### src/rtl/pwr_seq_pkg.sv
package pwr_seq_pkg;
  typedef enum logic [2:0] {
    ST_OFF       = 3'd0,
    ST_WAIT_VMAX = 3'd1,
    ST_RAIL1_UP  = 3'd2,
    ST_RUN       = 3'd3,
    ST_FAULT     = 3'd4
  } seq_state_e;
endpackage

### src/rtl/pwr_seq_sync.sv
module pwr_seq_sync #(
  parameter int W = 1
) (
  input  logic         clk_i,
  input  logic         rst_ni,
  input  logic [W-1:0] d_i,
  output logic [W-1:0] q_o
);
  for (genvar i = 0; i < W; i++) begin : g_bit
    logic meta_q, sync_q;
    always_ff @(posedge clk_i or negedge rst_ni) begin
      if (!rst_ni) begin
        meta_q <= 1'b0;
        sync_q <= 1'b0;
      end else begin
        meta_q <= d_i[i];
        sync_q <= meta_q;
      end
    end
    assign q_o[i] = sync_q;
  end
endmodule

### src/rtl/pwr_seq_timer.sv
module pwr_seq_timer #(
  parameter int unsigned CYCLES = 200
) (
  input  logic clk_i,
  input  logic rst_ni,
  input  logic run_i,
  output logic done_o
);
  localparam int CW = $clog2(CYCLES + 1);
  localparam logic [CW-1:0] LIMIT = CW'(CYCLES);

  logic [CW-1:0] cnt_q;

  always_ff @(posedge clk_i or negedge rst_ni) begin
    if (!rst_ni)             cnt_q <= '0;
    else if (!run_i)         cnt_q <= '0;
    else if (cnt_q != LIMIT) cnt_q <= cnt_q + 1'b1;
  end

  assign done_o = (cnt_q == LIMIT);


  done_hold_chk: assert property (@(posedge clk_i) disable iff (!rst_ni)
    (done_o && run_i) |=> done_o);

  done_clear_chk: assert property (@(posedge clk_i) disable iff (!rst_ni)
    !run_i |=> !done_o);
endmodule

### src/rtl/pwr_seq_fsm.sv
module pwr_seq_fsm
  import pwr_seq_pkg::*;
(
  input  logic       clk_i,
  input  logic       rst_ni,
  input  logic       ext_i,
  input  logic       user_on_i,
  input  logic       vmax_i,
  input  logic       pg_i,
  input  logic       fault_i,
  input  logic       on2_i,
  input  logic       tmr_done_i,
  output logic       tmr_run_o,
  output logic       rail1_en_o,
  output logic       rail2_en_o,
  output logic       chg_en_o,
  output logic       mcu_rst_no
);
  seq_state_e state_q, state_d;
  logic cause;

  assign cause = ext_i | user_on_i;

  always_comb begin
    state_d = state_q;
    if (fault_i) state_d = ST_FAULT;
    else begin
      unique case (state_q)
        ST_OFF:       if (cause) state_d = ST_WAIT_VMAX;
        ST_WAIT_VMAX: if (!cause) state_d = ST_OFF;
                      else if (vmax_i) state_d = ST_RAIL1_UP;
        ST_RAIL1_UP:  if (!cause) state_d = ST_OFF;
                      else if (pg_i) state_d = ST_RUN;
        ST_RUN:       if (!cause) state_d = ST_OFF;
        ST_FAULT:     if (cause) state_d = ST_WAIT_VMAX;
        default:      state_d = ST_OFF;
      endcase
    end
  end

  always_ff @(posedge clk_i or negedge rst_ni) begin
    if (!rst_ni) state_q <= ST_OFF;
    else         state_q <= state_d;
  end

  assign rail1_en_o = (state_q == ST_RAIL1_UP) || (state_q == ST_RUN);
  assign tmr_run_o  = rail1_en_o;
  // pg drop cuts rail 2 combinationally
  assign rail2_en_o = (state_q == ST_RUN) && on2_i && pg_i;
  assign chg_en_o   = ext_i && (state_q != ST_OFF) && (state_q != ST_FAULT);
  assign mcu_rst_no = (state_q == ST_RUN) && tmr_done_i && !fault_i;


  vmax_gate_chk: assert property (@(posedge clk_i) disable iff (!rst_ni)
    $rose(rail1_en_o) |-> $past(vmax_i));

  fault_off_chk: assert property (@(posedge clk_i) disable iff (!rst_ni)
    $past(fault_i) && fault_i |-> !rail1_en_o && !rail2_en_o && !chg_en_o && !mcu_rst_no);

  fault_exit_chk: assert property (@(posedge clk_i) disable iff (!rst_ni)
    (state_q == ST_FAULT) && !cause |=> !rail1_en_o);

  off_rst_chk: assert property (@(posedge clk_i) disable iff (!rst_ni)
    (state_q == ST_OFF) |-> !mcu_rst_no);
endmodule

### src/rtl/pwr_seq_ctrl.sv
module pwr_seq_ctrl #(
  parameter int unsigned CLK_HZ = 250_000_000,
  parameter int unsigned RST_MS = 200
) (
  input  logic clk_i,
  input  logic rst_ni,
  input  logic usb_ok_i,
  input  logic wall_ok_i,
  input  logic vmax_ok_i,
  input  logic rail1_pg_i,
  input  logic fault_i,
  input  logic on_i,
  input  logic pwron_i,
  input  logic on2_i,
  output logic rail1_en_o,
  output logic rail2_en_o,
  output logic chg_en_o,
  output logic mcu_rst_no
);
  localparam int unsigned RST_CYCLES = (CLK_HZ / 1000) * RST_MS;
  localparam int NIN = 8;

  logic [NIN-1:0] raw, syn;
  logic usb_s, wall_s, vmax_s, pg_s, fault_s, on_s, pwron_s, on2_s;
  logic tmr_run, tmr_done;

  assign raw = {usb_ok_i, wall_ok_i, vmax_ok_i, rail1_pg_i,
                fault_i, on_i, pwron_i, on2_i};

  pwr_seq_sync #(.W(NIN)) u_sync (
    .clk_i(clk_i), .rst_ni(rst_ni), .d_i(raw), .q_o(syn)
  );

  assign {usb_s, wall_s, vmax_s, pg_s, fault_s, on_s, pwron_s, on2_s} = syn;

  pwr_seq_timer #(.CYCLES(RST_CYCLES)) u_timer (
    .clk_i(clk_i), .rst_ni(rst_ni), .run_i(tmr_run), .done_o(tmr_done)
  );

  pwr_seq_fsm u_fsm (
    .clk_i      (clk_i),
    .rst_ni     (rst_ni),
    .ext_i      (usb_s | wall_s),
    .user_on_i  (on_s | pwron_s),
    .vmax_i     (vmax_s),
    .pg_i       (pg_s),
    .fault_i    (fault_s),
    .on2_i      (on2_s),
    .tmr_done_i (tmr_done),
    .tmr_run_o  (tmr_run),
    .rail1_en_o (rail1_en_o),
    .rail2_en_o (rail2_en_o),
    .chg_en_o   (chg_en_o),
    .mcu_rst_no (mcu_rst_no)
  );


  rail2_dep_chk: assert property (@(posedge clk_i) disable iff (!rst_ni)
    rail2_en_o |-> rail1_en_o && pg_s && on2_s);

  chg_ext_chk: assert property (@(posedge clk_i) disable iff (!rst_ni)
    !(usb_s || wall_s) |-> !chg_en_o);

  rst_release_chk: assert property (@(posedge clk_i) disable iff (!rst_ni)
    $rose(mcu_rst_no) |-> rail1_en_o && $past(rail1_en_o));
endmodule

### config.mk
export PLATFORM = sky130hd
export DESIGN_NAME = pwr_seq_ctrl
export DESIGN_NICKNAME = d
export VERILOG_FILES = /design/src/rtl/pwr_seq_pkg.sv /design/src/rtl/pwr_seq_sync.sv /design/src/rtl/pwr_seq_timer.sv /design/src/rtl/pwr_seq_fsm.sv /design/src/rtl/pwr_seq_ctrl.sv
export SDC_FILE = /design/constraint.sdc
export NUM_CORES = 1
export LEC_CHECK = 0
export CAP_MARGIN = 20
export CORE_UTILIZATION = 40
export DETAILED_ROUTE_END_ITERATION = 10
export GPL_TIMING_DRIVEN = 1
export MAX_ROUTING_LAYER = met4
export PLACE_DENSITY = 0.61
export RECOVER_POWER = 25
export SYNTH_ARGS = -nofsm -noshare
export SYNTH_HDL_FRONTEND = slang
export SYNTH_HIERARCHICAL = 1
export SYNTH_SLANG_ARGS = --single-unit
### constraint.sdc
create_clock -name clk_i -period 1.7 [get_ports clk_i]
set_input_delay 0.425 -clock clk_i [delete_from_list [all_inputs] [get_ports clk_i]]
set_output_delay 0.425 -clock clk_i [all_outputs]
set_load 0.01 [all_outputs]
==> impl_metrics.json, run 1 <==
{
  "synth-simple-area-share": 0.268,
  "drc": 0,
  "clockBufferDepth": 2,
  "grt-busiest-layer": "met2",
  "pre_cts_ws_ns": -0.594,
  "worstHoldPathType": "in -> async",
  "num_antenna_cells": 0,
  "clk_pin_slew_ns": 0.09,
  "slew_viol_final": 0,
  "async_flop_share": 1.00,
  "crit_required_ns": 1.27,
  "synth_top_family_by_area": "simple AND/OR/NAND/NOR gates",
  "fmax_mhz": 473,
  "max_slew_margin": 0.333,
  "nNetsFinal": 292,
  "yosysWarnings": 6,
  "tightest_slew_ns": 1.00,
  "seq_area_mm2": 0.00113,
  "layout_commonest_cell": "buf_4",
  "drive_gt1_frac": 0.432,
  "period_share": 1.24,
  "synth-edff-count": 0,
  "rows": 26,
  "cp-end-kind": "output pin",
  "place_hpwl_mm": 3.27,
  "die_h_um": 75.0,
  "ys_types": 42,
  "final_cell_mix": "buf_4 (50), dfrtp_1 (44), nand2_1 (18), buf_6 (17), nor2_1 (15)",
  "grt_max_degree": 30,
  "multi_input_area_mm2": 0.00116,
  "ant_nets": 0,
  "antenna_found_initial": 0,
  "synth-seq-cells": 45,
  "dr.pass1.iters": 4,
  "pin_count": 14,
  "worst_setup_path_start_kind": "register",
  "grt_pass1_vias": 1829,
  "clk_latency_ns": 0.30,
  "drt_wl_total_mm": 5.28,
  "via_count": 1775,
  "maxCapViolCount": 0,
  "postSynthAreaPerCell_um2": 10.5,
  "htreeDepth": 2,
  "synth_top_cell_by_area": "dfrtp_1",
  "ys.flop_type": "dfrtp_1",
  "use_met1": 0.253,
  "finalCriticalPeriod_ns": 2.11,
  "grt.overflow.total": 0,
  "finClkSkew_ns": 0.00598,
  "die_area_mm2": 0.00563,
  "finalSetupViolCount": 8,
  "portBuffers": 13,
  "detail_route.wl_per_cell_um": 15.1,
  "rsz0062_at_grt": "yes",
  "vdd_drop_max_v": 0.000343,
  "globalRouteMet2Util": 0.336,
  "met3_usage": 0.0428,
  "initial_core_util": 0.417,
  "p_leak_nw": 1.37,
  "worst-path-max-fanout": 2,
  "netlist_area_mm2": 0.00213,
  "whs_ns": 0.266,
  "cts.sinks": 45,
  "hold_buffers": 0,
  "cp_data_arrival_time_ns": 1.69,
  "core_mm2": 0.00511,
  "synth_compound_area_frac": 0.0604,
  "synth_area_leaders": "dfrtp_1 (53%), nand2_1 (3.5%), mux2i_1 (3.3%)",
  "syn-num-nets": 216,
  "utilization": 0.629,
  "ys_seq_area_frac": 0.528,
  "root_buffer": "clkbuf_8",
  "violations": "setup timing",
  "synthAdderAreaFrac": 0.0117,
  "vias_per_cell": 5.07,
  "synth.top_cell.area_share": 0.528,
  "synthXorXnorAreaFrac": 0.0452,
  "nFillCells": 407,
  "grt.total_usage": 0.205,
  "powerDensity_mw_per_mm2": 623,
  "cts_tree": "done",
  "status": "finished, violations left",
  "power_mw": 2.00,
  "critical_path_class": "reg -> out",
  "die_x_um": 75.0,
  "grt_pass1_wl_mm": 8.21,
  "synth_mux_area_frac": 0.0329,
  "hold_viol": 0,
  "netlist_instances": 204,
  "synthToLayoutAreaGrowth_pct": 50.7,
  "cts_inserted_buffers": 5,
  "fin_setup_tns_ns": -1.53,
  "place_congestion": 0.829,
  "first_iter_violations": 95,
  "layout_setup_ws_ns": -0.415
}
power by group:
| group | internal (mW) | switching (mW) |
|---|---|---|
| Clock | 0.435 | 0.374 |
| Sequential | 1.09 | 0.0117 |
| Combinational | 0.0437 | 0.0436 |
| Total | 1.57 | 0.429 |
timing repair:
action | in CTS | in global routing
endpoints found under the setup margin | 15 | 15
pin swaps | 12 | 13
resized for setup | 36 | 42
buffers inserted | 9 | 11
cloned | 1 | 0
logic make-up (layout without fill, tap and decap cells):
kind of cell	after synthesis	in the layout
multiplexers	7	7
AO/OA/AOI/OAI	21	21
AND/OR/NAND/NOR	99	100
flip-flops	45	45
buffers and inverters	19	94
XOR/XNOR	11	11
adder cells (fa/ha/maj)	2	2
routing by layer:
| layer | part of all wire | up-vias |
|---|---|---|
| met5 | 0 | - |
| met4 | 0.0083 | 0 |
| met3 | 0.030 | 4 |
| met2 | 0.51 | 27 |
| met1 | 0.45 | 871 |
| li1 | - | 873 |
state kept, by name (all words and copies together) (netlist names):
signal and cells:
u_fsm/state_q 3, u_sync/g_bit.sync_q 8, u_sync/g_bit.meta_q 8, u_timer/cnt_q 26
path summary, 6_finish.rpt:
kind | start | to | slack [ns] | cells past startpoint
max in group asynchronous | rst_ni | u_sync/g_bit[6].sync_q | 0.75 | 2
worst max-delay path | u_timer/cnt_q[0] | mcu_rst_no | -0.41 | 7
min in group clk_i | u_sync/g_bit[5].meta_q | u_sync/g_bit[5].sync_q | 0.35 | 0
worst min-delay path | rst_ni | u_timer/cnt_q[22] | 0.27 | 1
worst max register to register | u_timer/cnt_q[14] | u_timer/cnt_q[23] | -0.32 | 5
worst min register to register | u_sync/g_bit[5].meta_q | u_sync/g_bit[5].sync_q | 0.35 | 0
cells in the mapped netlist (3+ instances only):
cell type  count
buf_4          9
dfrtp_1       45
nand2_1       20
or4_1          3
inv_1          5
nand3_1        8
nand2b_1       5
nand4_1        6
or3_1          4
xor2_1         6
nor3_1         5
xnor2_1        5
o21ai_0        6
nor2_1        16
nor4_1        10
mux2i_1        7
and4_1         4
a21oi_1        9
o31ai_1        3
area by class of cell:
cell class              count  area share
flip-flops and latches     45       0.351
clock inverters             2      0.0121
inverters                   6     0.00818
clock buffers               5      0.0214
well taps                  70      0.0273
multi-input cells         141       0.361
repair buffers             81       0.219
worst max-delay path: stages (launching register included):
cell and delay (ns):
dfrtp_1 0.40, inv_2 0.08, ha_4 0.12, nor4bb_4 0.20, nand4_1 0.16, nor2_1 0.11
and4b_1 0.19, buf_2 0.13
stage by stage:
step,instance area (µm²),std cells
after floorplan,2150,204
after global placement,2660,325
after detailed placement,2660,325
after CTS,2960,340
after global routing,3210,350
final,3210,350
(Power assumes the default switching activity.)
==> inputs of run 2 (changes only) <==
--- a/config.mk
+++ b/config.mk
@@ -10,7 +10,7 @@
 export DETAILED_ROUTE_END_ITERATION = 10
 export GPL_TIMING_DRIVEN = 1
 export MAX_ROUTING_LAYER = met4
-export PLACE_DENSITY = 0.61
+export PLACE_DENSITY = 0.59
 export RECOVER_POWER = 25
 export SYNTH_ARGS = -nofsm -noshare
 export SYNTH_HDL_FRONTEND = slang
==> constraint.sdc (replaced) <==
create_clock -name clk_i -period 2.1 [get_ports clk_i]
set_input_delay 0.525 -clock clk_i [delete_from_list [all_inputs] [get_ports clk_i]]
set_output_delay 0.525 -clock clk_i [all_outputs]
set_load 0.01 [all_outputs]
==> impl_metrics.json, run 2 (synthesis results as in run 1) <==
{
  "fin_cells": 327,
  "cp-end-kind": "output pin",
  "rows": 26,
  "place_congestion": 0.831,
  "initial_core_util": 0.417,
  "r2r_slack_ns": 0.14,
  "first_iter_violations": 83,
  "nNetsFinal": 268,
  "worst-path-max-fanout": 2,
  "antenna_found_initial": 0,
  "num_antenna_cells": 0,
  "grt_pass1_wl_mm": 7.10,
  "finalSetupViolCount": 1,
  "status": "finished, violations left",
  "critical_path_class": "reg -> out",
  "max_slew_margin": 0.0560,
  "drc": 0,
  "crit_required_ns": 1.57,
  "dp.cells": 316,
  "drt_wl_total_mm": 4.31,
  "ant_nets": 0,
  "clockBufferDepth": 2,
  "cts.sinks": 45,
  "die_x_um": 75.0,
  "grt.total_usage": 0.178,
  "globalRouteMet2Util": 0.285,
  "vias_per_cell": 5.14,
  "clk_latency_ns": 0.30,
  "worst_setup_path_start_kind": "register",
  "vdd_drop_max_v": 0.000278,
  "utilization": 0.534,
  "grt.overflow.total": 0,
  "fin_setup_tns_ns": -0.227,
  "drive_gt1_frac": 0.257,
  "violations": "setup timing",
  "cp_data_arrival_time_ns": 1.80,
  "via_count": 1682,
  "die_area_mm2": 0.00563,
  "powerDensity_mw_per_mm2": 589,
  "grt-busiest-layer": "met2",
  "use_met1": 0.218,
  "finClkSkew_ns": 0.00854,
  "core_mm2": 0.00511,
  "die_h_um": 75.0,
  "design_area_mm2": 0.00273,
  "fmax_mhz": 430,
  "whs_ns": 0.345,
  "hold_viol": 0,
  "tightest_slew_ns": 1.42,
  "clock_power_share": 0.404,
  "place_hpwl_mm": 3.15,
  "top_register": "u_timer/cnt_q",
  "power_mw": 1.61,
  "detail_route.wl_per_cell_um": 13.2,
  "finalCriticalPeriod_ns": 2.33,
  "postPlaceCellArea_mm2": 0.00257,
  "swShare": 0.208,
  "clk_pin_slew_ns": 0.09,
  "worstHoldPathType": "reg -> reg",
  "p_comb_frac": 0.040,
  "synthToLayoutAreaGrowth_pct": 28.0,
  "htreeDepth": 2,
  "power.switching_uw": 334,
  "cts_inserted_buffers": 5,
  "nFillCells": 477,
  "largest_reg_flops": 26,
  "maxCapViolCount": 0,
  "layout_setup_ws_ns": -0.227,
  "p_leak_nw": 1.10,
  "pre_cts_ws_ns": -0.425,
  "final_cell_mix": "buf_4 (45), dfrtp_1 (45), nand2_1 (20), nor2_1 (16)",
  "p_seq_frac": 0.556,
  "pin_count": 14,
  "root_buffer": "clkbuf_8",
  "portBuffers": 13,
  "p_int_mw": 1.27,
  "dr.pass1.iters": 4,
  "top_regs": "u_timer/cnt_q x26, u_sync/g_bit.meta_q x8, u_sync/g_bit.sync_q x8",
  "met3_usage": 0.0442,
  "slew_viol_final": 0,
  "cts_tree": "done",
  "hold_buffers": 0,
  "period_share": 1.11,
  "grt_pass1_vias": 1530,
  "grt_max_degree": 28,
  "rsz0062_at_grt": "yes"
}
-- run 2: per-layer routing --
metal | vias up | wire [µm]
met5 | - | 0
met4 | 0 | 72
met3 | 6 | 162
met2 | 32 | 2020
met1 | 826 | 2050
li1 | 818 | -
-- run 2: layout make-up --
cell class | count | area [µm²] | share of cell area
clock inverter | 2 | 38.8 | 0.0142
tap | 70 | 87.6 | 0.0321
multi-input combinational | 140 | 926 | 0.339
sequential | 45 | 1130 | 0.413
inverter | 6 | 22.5 | 0.00825
timing repair buffer | 58 | 455 | 0.167
clock buffer | 6 | 72.6 | 0.0266
-- run 2: worst paths after layout --
| path | from | end | cells past startpoint |
|---|---|---|---|
| worst max-delay path | u_timer/cnt_q[6] | mcu_rst_no | 6 |
| worst min-delay path | u_sync/g_bit[3].meta_q | u_sync/g_bit[3].sync_q | 0 |
| worst max register to register | u_timer/cnt_q[18] | u_timer/cnt_q[23] | 5 |
| worst min register to register | u_sync/g_bit[3].meta_q | u_sync/g_bit[3].sync_q | 0 |
| max in group asynchronous | rst_ni | u_timer/cnt_q[1] | 2 |
| min in group asynchronous | rst_ni | u_sync/g_bit[0].meta_q | 1 |
-- run 2: what timing repair did --
action / in CTS / in global routing
gates resized for setup: 8 / 2
pin swaps: 4 / 0
endpoints found under the setup margin: 2 / 2
buffers inserted: 3 / 0
-- run 2: worst max-delay path, stage by stage, from the launching register on --
cell and delay, ns:
dfrtp_1 0.39, nor4b_2 0.34, buf_4 0.18, nand4_1 0.13
nor2_1 0.14, and4b_1 0.19, buf_2 0.12
-- run 2: power by group through the flow --
stage / combinational, mW / sequential, mW / clock [mW]
detailed placement: 0.0628 / 0.912 / 0
finish: 0.0637 / 0.894 / 0.649
global placement: 0.0618 / 0.912 / 0
floorplan: 0.0289 / 0.909 / 0
CTS: 0.0670 / 0.894 / 0.676
global route: 0.0728 / 0.896 / 0.709
